$ cat config.mk
export PLATFORM = sky130hd
export DESIGN_NAME = clkmon_top
export DESIGN_NICKNAME = d
export VERILOG_FILES = /design/src/rtl/clkmon_pkg.sv /design/src/rtl/clkmon_sync.sv /design/src/rtl/clkmon_edge.sv /design/src/rtl/clkmon_idle_cnt.sv /design/src/rtl/clkmon_flags.sv /design/src/rtl/clkmon_top.sv
export SDC_FILE = /design/constraint.sdc
export NUM_CORES = 1
export LEC_CHECK = 0
export BUFFER_PORTS_ARGS = -buffer_cell sky130_fd_sc_hd__buf_2
export CELL_PAD_IN_SITES_DETAIL_PLACEMENT = 0
export CELL_PAD_IN_SITES_GLOBAL_PLACEMENT = 2
export CORE_MARGIN = 3
export CORE_UTILIZATION = 32
export CTS_CLUSTER_SIZE = 12
export DETAILED_ROUTE_END_ITERATION = 10
export HOLD_SLACK_MARGIN = 0.06
export PLACE_DENSITY = 0.71
export SKIP_LAST_GASP = 1
export SLEW_MARGIN = 20
export SYNTH_ARGS = -nofsm -noshare
export SYNTH_HDL_FRONTEND = slang
export SYNTH_HIERARCHICAL = 1
export SYNTH_SLANG_ARGS = --single-unit
export TNS_END_PERCENT = 10
$ cat constraint.sdc
create_clock -name clk_i -period 1.2 [get_ports clk_i]
set_clock_uncertainty 0.2 [all_clocks]
set_input_delay 0.06 -clock clk_i [delete_from_list [all_inputs] [get_ports clk_i]]
set_output_delay 0.06 -clock clk_i [all_outputs]
set_load 0.05 [all_outputs]
$ cat src/rtl/clkmon_pkg.sv
package clkmon_pkg;

   // Which transitions an edge finder reports.
   typedef enum logic {
      EDGE_ANY  = 1'b0,
      EDGE_RISE = 1'b1
   } edge_kind_e;

   // Counter width able to hold 0..limit.
   function automatic int cnt_bits(input int limit);
      return (limit < 1) ? 1 : $clog2(limit + 1);
   endfunction

endpackage

$ cat src/rtl/clkmon_sync.sv
module clkmon_sync #(
   parameter int WIDTH  = 4,
   parameter int STAGES = 2
) (
   input  logic             clk_i,
   input  logic             rst_n_i,
   input  logic [WIDTH-1:0] async_i,
   output logic [WIDTH-1:0] sync_o
);

   if (STAGES < 2) begin : g_bad_stages
      $error("clkmon_sync: STAGES must be at least 2");
   end

   logic [WIDTH-1:0] stage_q [STAGES];

   for (genvar s = 0; s < STAGES; s++) begin : g_stage
      always_ff @(posedge clk_i) begin
         if (!rst_n_i) begin
            stage_q[s] <= '0;
         end else if (s == 0) begin
            stage_q[s] <= async_i;
         end else begin
            stage_q[s] <= stage_q[(s == 0) ? 0 : s - 1];
         end
      end
   end

   assign sync_o = stage_q[STAGES-1];

endmodule

$ cat src/rtl/clkmon_edge.sv
module clkmon_edge
   import clkmon_pkg::*;
#(
   parameter int         WIDTH = 2,
   parameter edge_kind_e KIND  = EDGE_ANY
) (
   input  logic             clk_i,
   input  logic             rst_n_i,
   input  logic [WIDTH-1:0] level_i,
   output logic [WIDTH-1:0] edge_o
);

   logic [WIDTH-1:0] last_q;

   always_ff @(posedge clk_i) begin
      if (!rst_n_i) begin
         last_q <= '0;
      end else begin
         last_q <= level_i;
      end
   end

   if (KIND == EDGE_RISE) begin : g_rise
      assign edge_o = level_i & ~last_q;
   end else begin : g_any
      assign edge_o = level_i ^ last_q;
   end

endmodule

$ cat src/rtl/clkmon_idle_cnt.sv
module clkmon_idle_cnt
   import clkmon_pkg::*;
#(
   parameter int THRESH = 2
) (
   input  logic clk_i,
   input  logic rst_n_i,
   input  logic clr_i,
   input  logic activity_i,
   input  logic tick_i,
   output logic dead_o
);

   if (THRESH < 1) begin : g_bad_thresh
      $error("clkmon_idle_cnt: THRESH must be at least 1");
   end

   localparam int             CNT_W = cnt_bits(THRESH);
   localparam logic [CNT_W-1:0] LIMIT = CNT_W'(THRESH);

   logic [CNT_W-1:0] cnt_q;

   always_ff @(posedge clk_i) begin
      if (!rst_n_i || clr_i) begin
         cnt_q <= '0;
      end else if (activity_i) begin
         cnt_q <= '0;
      end else if (tick_i && (cnt_q != LIMIT)) begin
         cnt_q <= cnt_q + 1'b1;
      end
   end

   assign dead_o = (cnt_q == LIMIT);

endmodule

$ cat src/rtl/clkmon_flags.sv
module clkmon_flags #(
   parameter int NUM = 2
) (
   input  logic           clk_i,
   input  logic           rst_n_i,
   input  logic           clr_i,
   input  logic [NUM-1:0] set_i,
   output logic [NUM-1:0] flag_o
);

   logic [NUM-1:0] flag_q;

   for (genvar k = 0; k < NUM; k++) begin : g_flag
      always_ff @(posedge clk_i) begin
         if (!rst_n_i || clr_i) begin
            flag_q[k] <= 1'b0;
         end else if (set_i[k]) begin
            flag_q[k] <= 1'b1;
         end
      end
   end

   assign flag_o = flag_q;

endmodule

$ cat src/rtl/clkmon_top.sv
module clkmon_top
   import clkmon_pkg::*;
#(
   parameter int NUM_REF     = 2,
   parameter int SYNC_STAGES = 2,
   parameter int THRESH_REF  = 2,
   parameter int THRESH_FB   = 2
) (
   input  logic               clk_i,
   input  logic               rst_n_i,
   input  logic [NUM_REF-1:0] ref_clk_i,
   input  logic               fb_clk_i,
   input  logic               out1x_clk_i,
   input  logic               alarm_clr_i,
   output logic [NUM_REF-1:0] ref_bad_o
);

   if (NUM_REF < 1) begin : g_bad_num
      $error("clkmon_top: NUM_REF must be at least 1");
   end

   localparam int IDX_FB  = NUM_REF;
   localparam int IDX_O1X = NUM_REF + 1;
   localparam int N_MON   = NUM_REF + 2;

   logic [N_MON-1:0]   sync_w;
   logic [NUM_REF:0]   any_edge_w;   // refs, then feedback
   logic [1:0]         rise_w;       // [0] feedback, [1] 1x output
   logic [NUM_REF-1:0] ref_dead_w;
   logic               fb_dead_w;
   logic [NUM_REF-1:0] set_w;

   clkmon_sync #(.WIDTH(N_MON), .STAGES(SYNC_STAGES)) sync_i (
      .clk_i   (clk_i),
      .rst_n_i (rst_n_i),
      .async_i ({out1x_clk_i, fb_clk_i, ref_clk_i}),
      .sync_o  (sync_w)
   );

   clkmon_edge #(.WIDTH(NUM_REF + 1), .KIND(EDGE_ANY)) any_i (
      .clk_i   (clk_i),
      .rst_n_i (rst_n_i),
      .level_i (sync_w[IDX_FB:0]),
      .edge_o  (any_edge_w)
   );

   clkmon_edge #(.WIDTH(2), .KIND(EDGE_RISE)) rise_i (
      .clk_i   (clk_i),
      .rst_n_i (rst_n_i),
      .level_i (sync_w[IDX_O1X:IDX_FB]),
      .edge_o  (rise_w)
   );

   for (genvar k = 0; k < NUM_REF; k++) begin : g_ref
      clkmon_idle_cnt #(.THRESH(THRESH_REF)) cnt_i (
         .clk_i      (clk_i),
         .rst_n_i    (rst_n_i),
         .clr_i      (alarm_clr_i),
         .activity_i (any_edge_w[k]),
         .tick_i     (rise_w[0]),
         .dead_o     (ref_dead_w[k])
      );
   end

   clkmon_idle_cnt #(.THRESH(THRESH_FB)) fb_cnt_i (
      .clk_i      (clk_i),
      .rst_n_i    (rst_n_i),
      .clr_i      (alarm_clr_i),
      .activity_i (any_edge_w[IDX_FB]),
      .tick_i     (rise_w[1]),
      .dead_o     (fb_dead_w)
   );

   assign set_w = ref_dead_w | {NUM_REF{fb_dead_w}};

   clkmon_flags #(.NUM(NUM_REF)) flags_i (
      .clk_i   (clk_i),
      .rst_n_i (rst_n_i),
      .clr_i   (alarm_clr_i),
      .set_i   (set_w),
      .flag_o  (ref_bad_o)
   );

endmodule

==> results of run 1 <==
-- kinds of logic (layout without fill, tap and decap cells) --
kind of cell             count (synthesis)  in the layout  share of synthesized area
AND/OR/NAND/NOR                         34             34                      0.285
AO/OA/AOI/OAI                            3              3                     0.0480
flip-flops                              21             21                      0.538
buffers and inverters                    3             29                     0.0144
adder cells (fa/ha/maj)                  3              3                     0.0480
XOR/XNOR                                 6              6                     0.0672
-- state kept, by name, summed over array words and instances (netlist names) --
signal	count
sync_i/stage_q	8
g_ref.cnt_i/cnt_q	4
any_i/last_q	3
fb_cnt_i/cnt_q	2
flags_i/flag_o	2
rise_i/last_q	2
-- power groups by stage --
stage,combinational [mW],sequential [mW],clock [mW]
global route,0.133,0.733,0.388
global placement,0.0916,0.745,0
floorplan,0.0542,0.748,0
CTS,0.113,0.730,0.354
finish,0.117,0.730,0.333
detailed placement,0.0922,0.745,0
-- cell usage after synthesis --
cell type  instances  area (um^2)
inv_1              3         11.3
xor2_1             3         26.3
and2b_1            3         22.5
or3b_1             3         26.3
nor2b_4            2         27.5
nand2b_4           1         13.8
a211oi_2           3         37.5
dfxtp_1           21          420
ha_1               3         37.5
and2_2             1         7.51
xnor2_1            3         26.3
nor2_1            10         37.5
or2_1              2         12.5
and2_1            12         75.1
-- through the flow --
step | power, mW | util | std cells
floorplan | 0.802 | - | 70
global placement | 0.836 | 0.402 | 111
detailed placement | 0.837 | 0.402 | 111
CTS | 1.20 | 0.455 | 123
global route | 1.25 | 0.461 | 124
finish | 1.18 | 0.461 | 124
-- timing repair --
action | CTS | global route
hold buffers | 7 | 1
gates resized for setup | 6 | 1
endpoints found under the setup margin | 8 | 10
setup buffers | 1 | 0
hold endpoints to repair | 21 | 9
cloned | 0 | 0
-- worst register-to-register path, stage by stage, from the launching register on --
cell and delay (ps):
dfxtp_2 340, inv_1 40, ha_2 160, and2b_2 240, nor2_1 60, a211oi_2 180
-- cell type report --
cell class              count  area, um^2  area share
flip-flops and latches     21         425       0.410
well taps                  28        35.0      0.0337
inverters                   3        11.3      0.0108
repair buffers             22         165       0.159
clock buffers               3        22.5      0.0217
clock inverters             1        5.00     0.00482
multi-input cells          46         374       0.360
-- final timing paths --
kind                      startpoint  slack [ps]                       to
min reg2reg     sync_i/stage_q[0][2]         240     sync_i/stage_q[1][2]
min             sync_i/stage_q[0][2]         240     sync_i/stage_q[1][2]
max                          rst_n_i        -130  g_ref[0].cnt_i/cnt_q[1]
max reg2reg  g_ref[0].cnt_i/cnt_q[0]         -90  g_ref[0].cnt_i/cnt_q[1]
-- layer usage --
| metal | wire (um) | part of all wire |
|---|---|---|
| met3 | 43 | 0.037 |
| met5 | 0 | 0 |
| met1 | 554 | 0.48 |
| met2 | 550 | 0.47 |
| met4 | 17 | 0.015 |
==> results.py, run 1 <==
metrics = {
    "logic_synthesis": {
        "syn_inst": 70,
        "syn_nets": 80,
        "synth.avg_cell_area_um2": 11.2,
        "synth_cell_type_count": 14,
        "yosys_warnings": 6,
        "ys_seq_area_frac": 0.538,
        "ys_ff_latch": 21,
        "syn_area_um2": 782,
    },
    "clock_tree": {
        "clk_path_buf_depth": 2,
        "htree_levels": 1,
        "cts_tree": "built",
        "clk_pin_slew_ps": 120,
        "cts_buffers": 3,
        "clock_sinks": 21,
        "clock_latency_ps": 300,
        "cts_root_buffer": "clkbuf_4",
    },
    "global_routing": {
        "busiest_layer": "met2",
        "track_usage": 0.0931,
        "first_global_vias": 488,
        "grt_util_met2": 0.127,
        "use_met1": 0.123,
        "grt_first_pass_wirelength_um": 2180,
        "overflow": 0,
        "grt_max_degree": 13,
        "antenna_found_initial": 0,
        "grtUsageMet3": 0.0304,
    },
    "min_path": {
        "min_path_cells": 1,
        "hold_class": "reg -> reg",
    },
    "detailed_routing": {
        "ant_nets": 0,
        "routedWlPerCell_um": 9.40,
        "via_count": 513,
        "wl_um": 1170,
        "viasPerCell": 4.14,
        "drt-initial-drc-count": 2,
        "dr.pass1.iters": 2,
        "drc": 0,
    },
    "layout": {
        "final_common_cell": "dfxtp_1",
        "drive_gt1_frac": 0.385,
        "fin_area_um2": 1040,
        "n_fill_cell": 218,
        "nets": 107,
        "diodes": 0,
        "final_cell_mix": "17 x dfxtp_1, 12 x and2_1, 10 x nor2_1",
        "syn_to_final_growth_pct": 32.8,
    },
    "power_and_ir_drop": {
        "power_frac_clock": 0.282,
        "pwr-share-comb": 0.099,
        "intPower_mw": 0.916,
        "power_density_nw_per_um2": 1140,
        "switchingPower_mw": 0.264,
        "power_leakage_nw": 0.443,
        "peakVddDrop_v": 0.000673,
        "p_seq_frac": 0.619,
        "switching_share": 0.224,
    },
    "timing": {
        "max_freq_mhz": 754,
        "fin_crit_ps": 1330,
        "timing.hold.ws_ps": 237,
        "rsz0062_at_grt": "yes",
        "finalSetupViolCount": 6,
        "final.period_utilization": 1.11,
        "timing.final.ws_setup_ps": -127,
        "final-hold-violation-count": 0,
        "fin_setup_tns_ps": -591,
        "relSlewSlack": 0.836,
        "tightest_slew_ps": 248,
        "finalMaxSlewViolations": 0,
    },
    "worst_setup_path": {
        "cp-start-kind": "input port",
        "ff2ff_path_depth": 5,
        "cp_max_fo": 6,
        "critical_path.top_delay_family": "buffers and inverters",
        "critical-path-max-stage-delay_ps": 630,
        "cp-end-kind": "register",
        "path_cells": "buf_2, dlygate4sd3_1, or3b_1, a211oi_2",
        "critical_path_class": "in -> reg",
        "critPathSlowestCell": "dlygate4sd3_1",
        "cp_num_buf_inv": 2,
        "required_ps": 1220,
        "arrival_ps": 1350,
        "cp_num_cells": 4,
    },
    "placement": {
        "dpl-instance-area_um2": 906,
        "preCtsSetupSlack_ps": -120,
        "dp_hpwl_um": 782,
        "io_buffers": 8,
        "place.gp.congestion": 0.645,
    },
    "floorplan": {
        "row_count": 17,
        "start_util": 0.347,
        "die-width_um": 55.4,
        "die_h_um": 55.4,
        "core-area_um2": 2250,
        "dieArea_um2": 3070,
        "io_pins": 9,
    },
    "status": {
        "status": "complete, but fails checks",
        "violations": "negative setup slack",
    },
    "job": {
        "cap_violations": 0,
    },
}
Power figures use the tool's default switching activity.
==> run 2: changes to the inputs <==
- CORE_MARGIN: 3 -> default
==> run 2 against run 1 <==
Net effect: fmax up 0.31%; via count fell by 0.97%; the run ends with negative hold slack, negative setup slack left; critical endpoint unchanged; cell count is 1.6% lower; critical path depth stayed put; highest routed layer unchanged; cell area down 0.60%; worst hold slack got worse by 330 ps; first-iteration DRC count grew 50%; combinational power barely moved; die area down 14%; clock-buffer cell count did not move; clock power grew 3%; sequential share of layout area rose by 0.37 points.
==> results.py, run 2 (synthesis results as in run 1) <==
metrics = {
    "status": {
        "status": "complete, but fails checks",
        "violations": "negative hold slack, negative setup slack",
    },
    "clock_tree": {
        "clk_path_buf_depth": 2,
        "cts_buffers": 3,
        "clock_sinks": 21,
        "clk_pin_slew_ps": 120,
        "ctsHoldBuffers": 7,
        "cts_root_buffer": "clkbuf_4",
        "clock_latency_ps": 300,
        "cts_tree": "built",
        "htree_levels": 1,
    },
    "global_routing": {
        "track_usage": 0.109,
        "overflow": 0,
        "antenna_found_initial": 0,
        "first_global_vias": 475,
        "grt_max_degree": 15,
        "grt_first_pass_wirelength_um": 2010,
    },
    "timing": {
        "timing.hold.ws_ps": -94.2,
        "finalMaxSlewViolations": 0,
        "relSlewSlack": 0.836,
        "finalSetupViolCount": 6,
        "final.period_utilization": 1.10,
        "rsz0062_at_grt": "yes",
        "tightest_slew_ps": 247,
        "fin_crit_ps": 1320,
        "final-hold-violation-count": 10,
        "timing.final.ws_setup_ps": -123,
        "max_freq_mhz": 756,
    },
    "layout": {
        "n_fill_cell": 234,
        "nets": 105,
        "drive_gt1_frac": 0.415,
        "largest_registers": "sync_i/stage_q x8, g_ref.cnt_i/cnt_q x4, any_i/last_q x3",
        "regMostFlops": "sync_i/stage_q",
        "largest_reg_flops": 8,
        "syn_to_final_growth_pct": 32.0,
        "final_common_cell": "dfxtp_1",
        "final_cell_mix": "16 x dfxtp_1, 12 x and2_1, 9 x nor2_1",
        "diodes": 0,
        "layout.cells.non_filler": 122,
    },
    "worst_setup_path": {
        "regToRegSetupSlack_ps": -110,
        "cp-start-kind": "input port",
        "ff2ff_path_depth": 3,
        "required_ps": 1230,
        "critical_path_class": "in -> reg",
        "cp_max_fo": 4,
        "cp-startpoint": "alarm_clr_i",
        "r2r_end": "g_ref[0].cnt_i/cnt_q[1]",
        "r2r-start": "sync_i/stage_q[1][0]",
        "arrival_ps": 1350,
        "cp-end-kind": "register",
    },
    "floorplan": {
        "start_util": 0.347,
        "dieArea_um2": 2650,
        "die-width_um": 51.4,
        "io_pins": 9,
        "die_h_um": 51.4,
        "row_count": 17,
        "core-area_um2": 2250,
    },
    "power_and_ir_drop": {
        "power_leakage_nw": 0.437,
        "peakVddDrop_v": 0.000597,
        "power_density_nw_per_um2": 1150,
        "p_total_mw": 1.19,
    },
    "placement": {
        "place.gp.congestion": 0.677,
        "dp_hpwl_um": 762,
        "preCtsSetupSlack_ps": -117,
        "dp_cells": 110,
        "io_buffers": 8,
    },
    "min_path": {
        "hold_class": "in -> reg",
        "holdPathEnd": "sync_i/stage_q[0][3]",
        "min_path_cells": 2,
        "min_from": "rst_n_i",
    },
    "detailed_routing": {
        "drc": 0,
        "wl_um": 1180,
        "ant_nets": 0,
        "viasPerCell": 4.16,
        "routedWlPerCell_um": 9.70,
        "via_count": 508,
        "drt-initial-drc-count": 3,
        "dr.pass1.iters": 2,
    },
    "job": {
        "cap_violations": 0,
    },
}
## run 2: cell types whose count changed in the layout (fill, tap and decap cells not counted), sizes merged
cell and delta:
buf -1, dlygate4sd3 -1
## run 2: how the worst max path moves through the flow
stage          slack, ps                 endpoint
2_1_floorplan        -50  g_ref[0].cnt_i/cnt_q[1]
3_3_place_gp        -100        fb_cnt_i/cnt_q[1]
3_5_place_dp        -120  g_ref[1].cnt_i/cnt_q[1]
4_1_cts             -100  g_ref[1].cnt_i/cnt_q[1]
5_1_grt             -170        fb_cnt_i/cnt_q[1]
6_report            -120  g_ref[0].cnt_i/cnt_q[1]
## run 2: through the flow
step	instance area, um^2	util	setup TNS (ps)
6_report	1030	0.458	-520
5_1_grt	1030	0.458	-1080
4_1_cts	1020	0.453	-557
3_5_place_dp	898	0.398	-528
3_3_place_gp	898	0.398	-442
2_1_floorplan	793	-	-222
## run 2: layout make-up
cell class / instances / area [um^2] / area share
clock inverters: 1 / 5.00 / 0.00485
multi-input cells: 46 / 384 / 0.372
repair buffers: 20 / 148 / 0.143
clock buffers: 3 / 22.5 / 0.0218
well taps: 28 / 35.0 / 0.0339
inverters: 3 / 11.3 / 0.0109
flip-flops and latches: 21 / 427 / 0.413
## run 2: worst max-delay path, cell delays in order
cell and delay, ps:
buf_2 90, dlygate4sd3_1 590, or3b_4 410, a211oi_2 190
## run 2: routing by layer
metal  vias up  part of all wire  GRT usage
met5         -                 0          0
met4         0             0.010     0.0811
met1       230              0.50      0.117
li1        269                 -          -
met3         2             0.024     0.0357
met2         7              0.47      0.175
## run 2: what timing repair did
action / 4_1_cts / 5_1_grt
pin swaps: 2 / 1
endpoints found under the hold margin: 18 / 16
buffers inserted: 1 / 0
gates resized for setup: 8 / 2
setup endpoints to repair: 7 / 10
## run 2: report_power, final
group | internal [mW] | switching (mW)
logic | 0.0692 | 0.0452
clock network | 0.124 | 0.217
registers | 0.720 | 0.0101
==> run 3: changes to the inputs <==
- SETUP_SLACK_MARGIN: default -> 0.4
==> run 3 against run 2 <==
Net effect: the flow still finishes with violations (negative hold slack, negative setup slack); die area stayed put; cell count is 4.9% lower; routed wire length decreased by 5.6%; power down 1.3%; clock power hardly changed; sequential power hardly changed; largest power group unchanged; cell area fell by 5.8%; fmax is 0.66% higher; via count fell by 3.0%; worst hold slack worse by 150 ps; clock-buffer cell count stayed put; global-route usage fell by 0.49 points.
==> results.py, run 3 (synthesis results as in run 1) <==
metrics = {
    "worst_setup_path": {
        "cp-startpoint": "sync_i/stage_q[1][0]",
        "ff2ff_path_depth": 3,
        "critPathSlowestCell": "or3b_4",
        "cp_num_buf_inv": 0,
        "critical-path-max-stage-delay_ps": 370,
        "arrival_ps": 1340,
        "cp-end-kind": "register",
        "r2r-start": "sync_i/stage_q[1][0]",
        "cp-start-kind": "register",
        "cp_max_fo": 2,
        "critical_path_class": "reg -> reg",
        "critical_path.top_delay_family": "simple AND/OR/NAND/NOR gates",
        "required_ps": 1230,
        "path_cells": "xor2_1, or3b_4, a211oi_2",
        "cp_num_cells": 3,
    },
    "layout": {
        "final_core_util": 0.431,
        "largest_reg_flops": 8,
        "final_cell_mix": "16 x dfxtp_1, 12 x and2_1, 9 x nor2_1",
        "nets": 99,
        "final_common_cell": "dfxtp_1",
        "syn_to_final_growth_pct": 24.3,
        "regMostFlops": "sync_i/stage_q",
        "largest_registers": "sync_i/stage_q x8, g_ref.cnt_i/cnt_q x4, any_i/last_q x3",
        "drive_gt1_frac": 0.443,
        "diodes": 0,
        "n_fill_cell": 235,
    },
    "timing": {
        "tightest_slew_ps": 247,
        "relSlewSlack": 0.836,
        "finalSetupViolCount": 6,
        "rsz0062_at_grt": "yes",
        "timing.hold.ws_ps": -248,
        "max_freq_mhz": 761,
        "fin_crit_ps": 1310,
        "final-hold-violation-count": 18,
        "finalMaxSlewViolations": 0,
        "timing.final.ws_setup_ps": -114,
        "final.period_utilization": 1.10,
    },
    "placement": {
        "io_buffers": 8,
        "dp_hpwl_um": 762,
        "place.gp.congestion": 0.677,
    },
    "clock_tree": {
        "clk_pin_slew_ps": 120,
        "cts_root_buffer": "clkbuf_4",
        "htree_levels": 1,
        "cts_buffers": 3,
        "clock_latency_ps": 300,
        "clk_path_buf_depth": 2,
        "clock_sinks": 21,
        "cts_tree": "built",
    },
    "detailed_routing": {
        "routedWlPerCell_um": 9.64,
        "viasPerCell": 4.25,
        "ant_nets": 0,
        "drt-initial-drc-count": 3,
        "drc": 0,
        "via_count": 493,
        "wl_um": 1120,
        "dr.pass1.iters": 2,
    },
    "power_and_ir_drop": {
        "power_leakage_nw": 0.412,
        "power_density_nw_per_um2": 1200,
        "peakVddDrop_v": 0.000592,
        "p_total_mw": 1.17,
    },
    "global_routing": {
        "antenna_found_initial": 0,
        "grt_first_pass_wirelength_um": 1920,
        "first_global_vias": 463,
        "grt_max_degree": 15,
        "overflow": 0,
        "track_usage": 0.104,
    },
    "floorplan": {
        "start_util": 0.347,
        "die_h_um": 51.4,
        "die-width_um": 51.4,
        "row_count": 17,
        "io_pins": 9,
        "dieArea_um2": 2650,
        "core-area_um2": 2250,
    },
    "status": {
        "violations": "negative hold slack, negative setup slack",
        "status": "complete, but fails checks",
    },
    "min_path": {
        "min_path_cells": 2,
        "hold_class": "in -> reg",
        "min_from": "fb_clk_i",
    },
    "job": {
        "cap_violations": 0,
    },
}
[run 3: cell count changes in the layout (fill, tap and decap cells not counted), sizes merged]
cell	previous run	this run
dlygate4sd3	7	1
[run 3: worst reg2reg max path: cells and delay by family, from the launching register on]
kind            cells  cell delay, ps
simple gates        1             370
xor+xnor            1             150
compound gates      1             190
flops               1             330
[run 3: final timing paths]
path | slack, ps | end
hold / removal | -250 | sync_i/stage_q[0][2]
setup / recovery | -110 | g_ref[0].cnt_i/cnt_q[1]
hold reg to reg | 240 | sync_i/stage_q[1][2]
setup reg to reg | -110 | g_ref[0].cnt_i/cnt_q[1]
[run 3: layout make-up]
| type | instances | area (um^2) | area share |
|---|---|---|---|
| inverters | 3 | 11.3 | 0.0116 |
| repair buffers | 14 | 87.6 | 0.0901 |
| well taps | 28 | 35.0 | 0.0360 |
| clock buffers | 3 | 22.5 | 0.0232 |
| clock inverters | 1 | 5.00 | 0.00515 |
| multi-input cells | 46 | 384 | 0.395 |
| flip-flops and latches | 21 | 427 | 0.439 |
[run 3: where the power goes]
group          leakage [nW]  internal [mW]  switching (mW)  total, mW
sequential            0.174          0.720          0.0101      0.730
clock                0.0177          0.124           0.217      0.341
combinational         0.221         0.0565          0.0428     0.0992
total                 0.412          0.901           0.270       1.17
[run 3: through the flow]
step,TNS (ps),worst slack [ps],instances,area (um^2),hold WS (ps)
3_5_place_dp,-528,-117,110,898,70.7
5_1_grt,-1080,-169,116,972,-269
2_1_floorplan,-222,-51.9,70,793,-18.3
3_3_place_gp,-442,-96.9,110,898,68.1
6_report,-509,-114,116,972,-248
4_1_cts,-557,-100,115,952,-262
[run 3: repair_timing]
action	CTS	global route
buffers inserted	1	0
hold endpoints to repair	18	18
endpoints found under the setup margin	12	12
pin swaps	2	1
gates resized for setup	8	2
[run 3: per-layer routing]
layer	share of wire	vias up	track usage
met1	0.51	227	0.115
met3	0.026	2	0.0357
li1	-	257	-
met4	0.011	0	0.0811
met5	0	-	0
met2	0.45	7	0.160
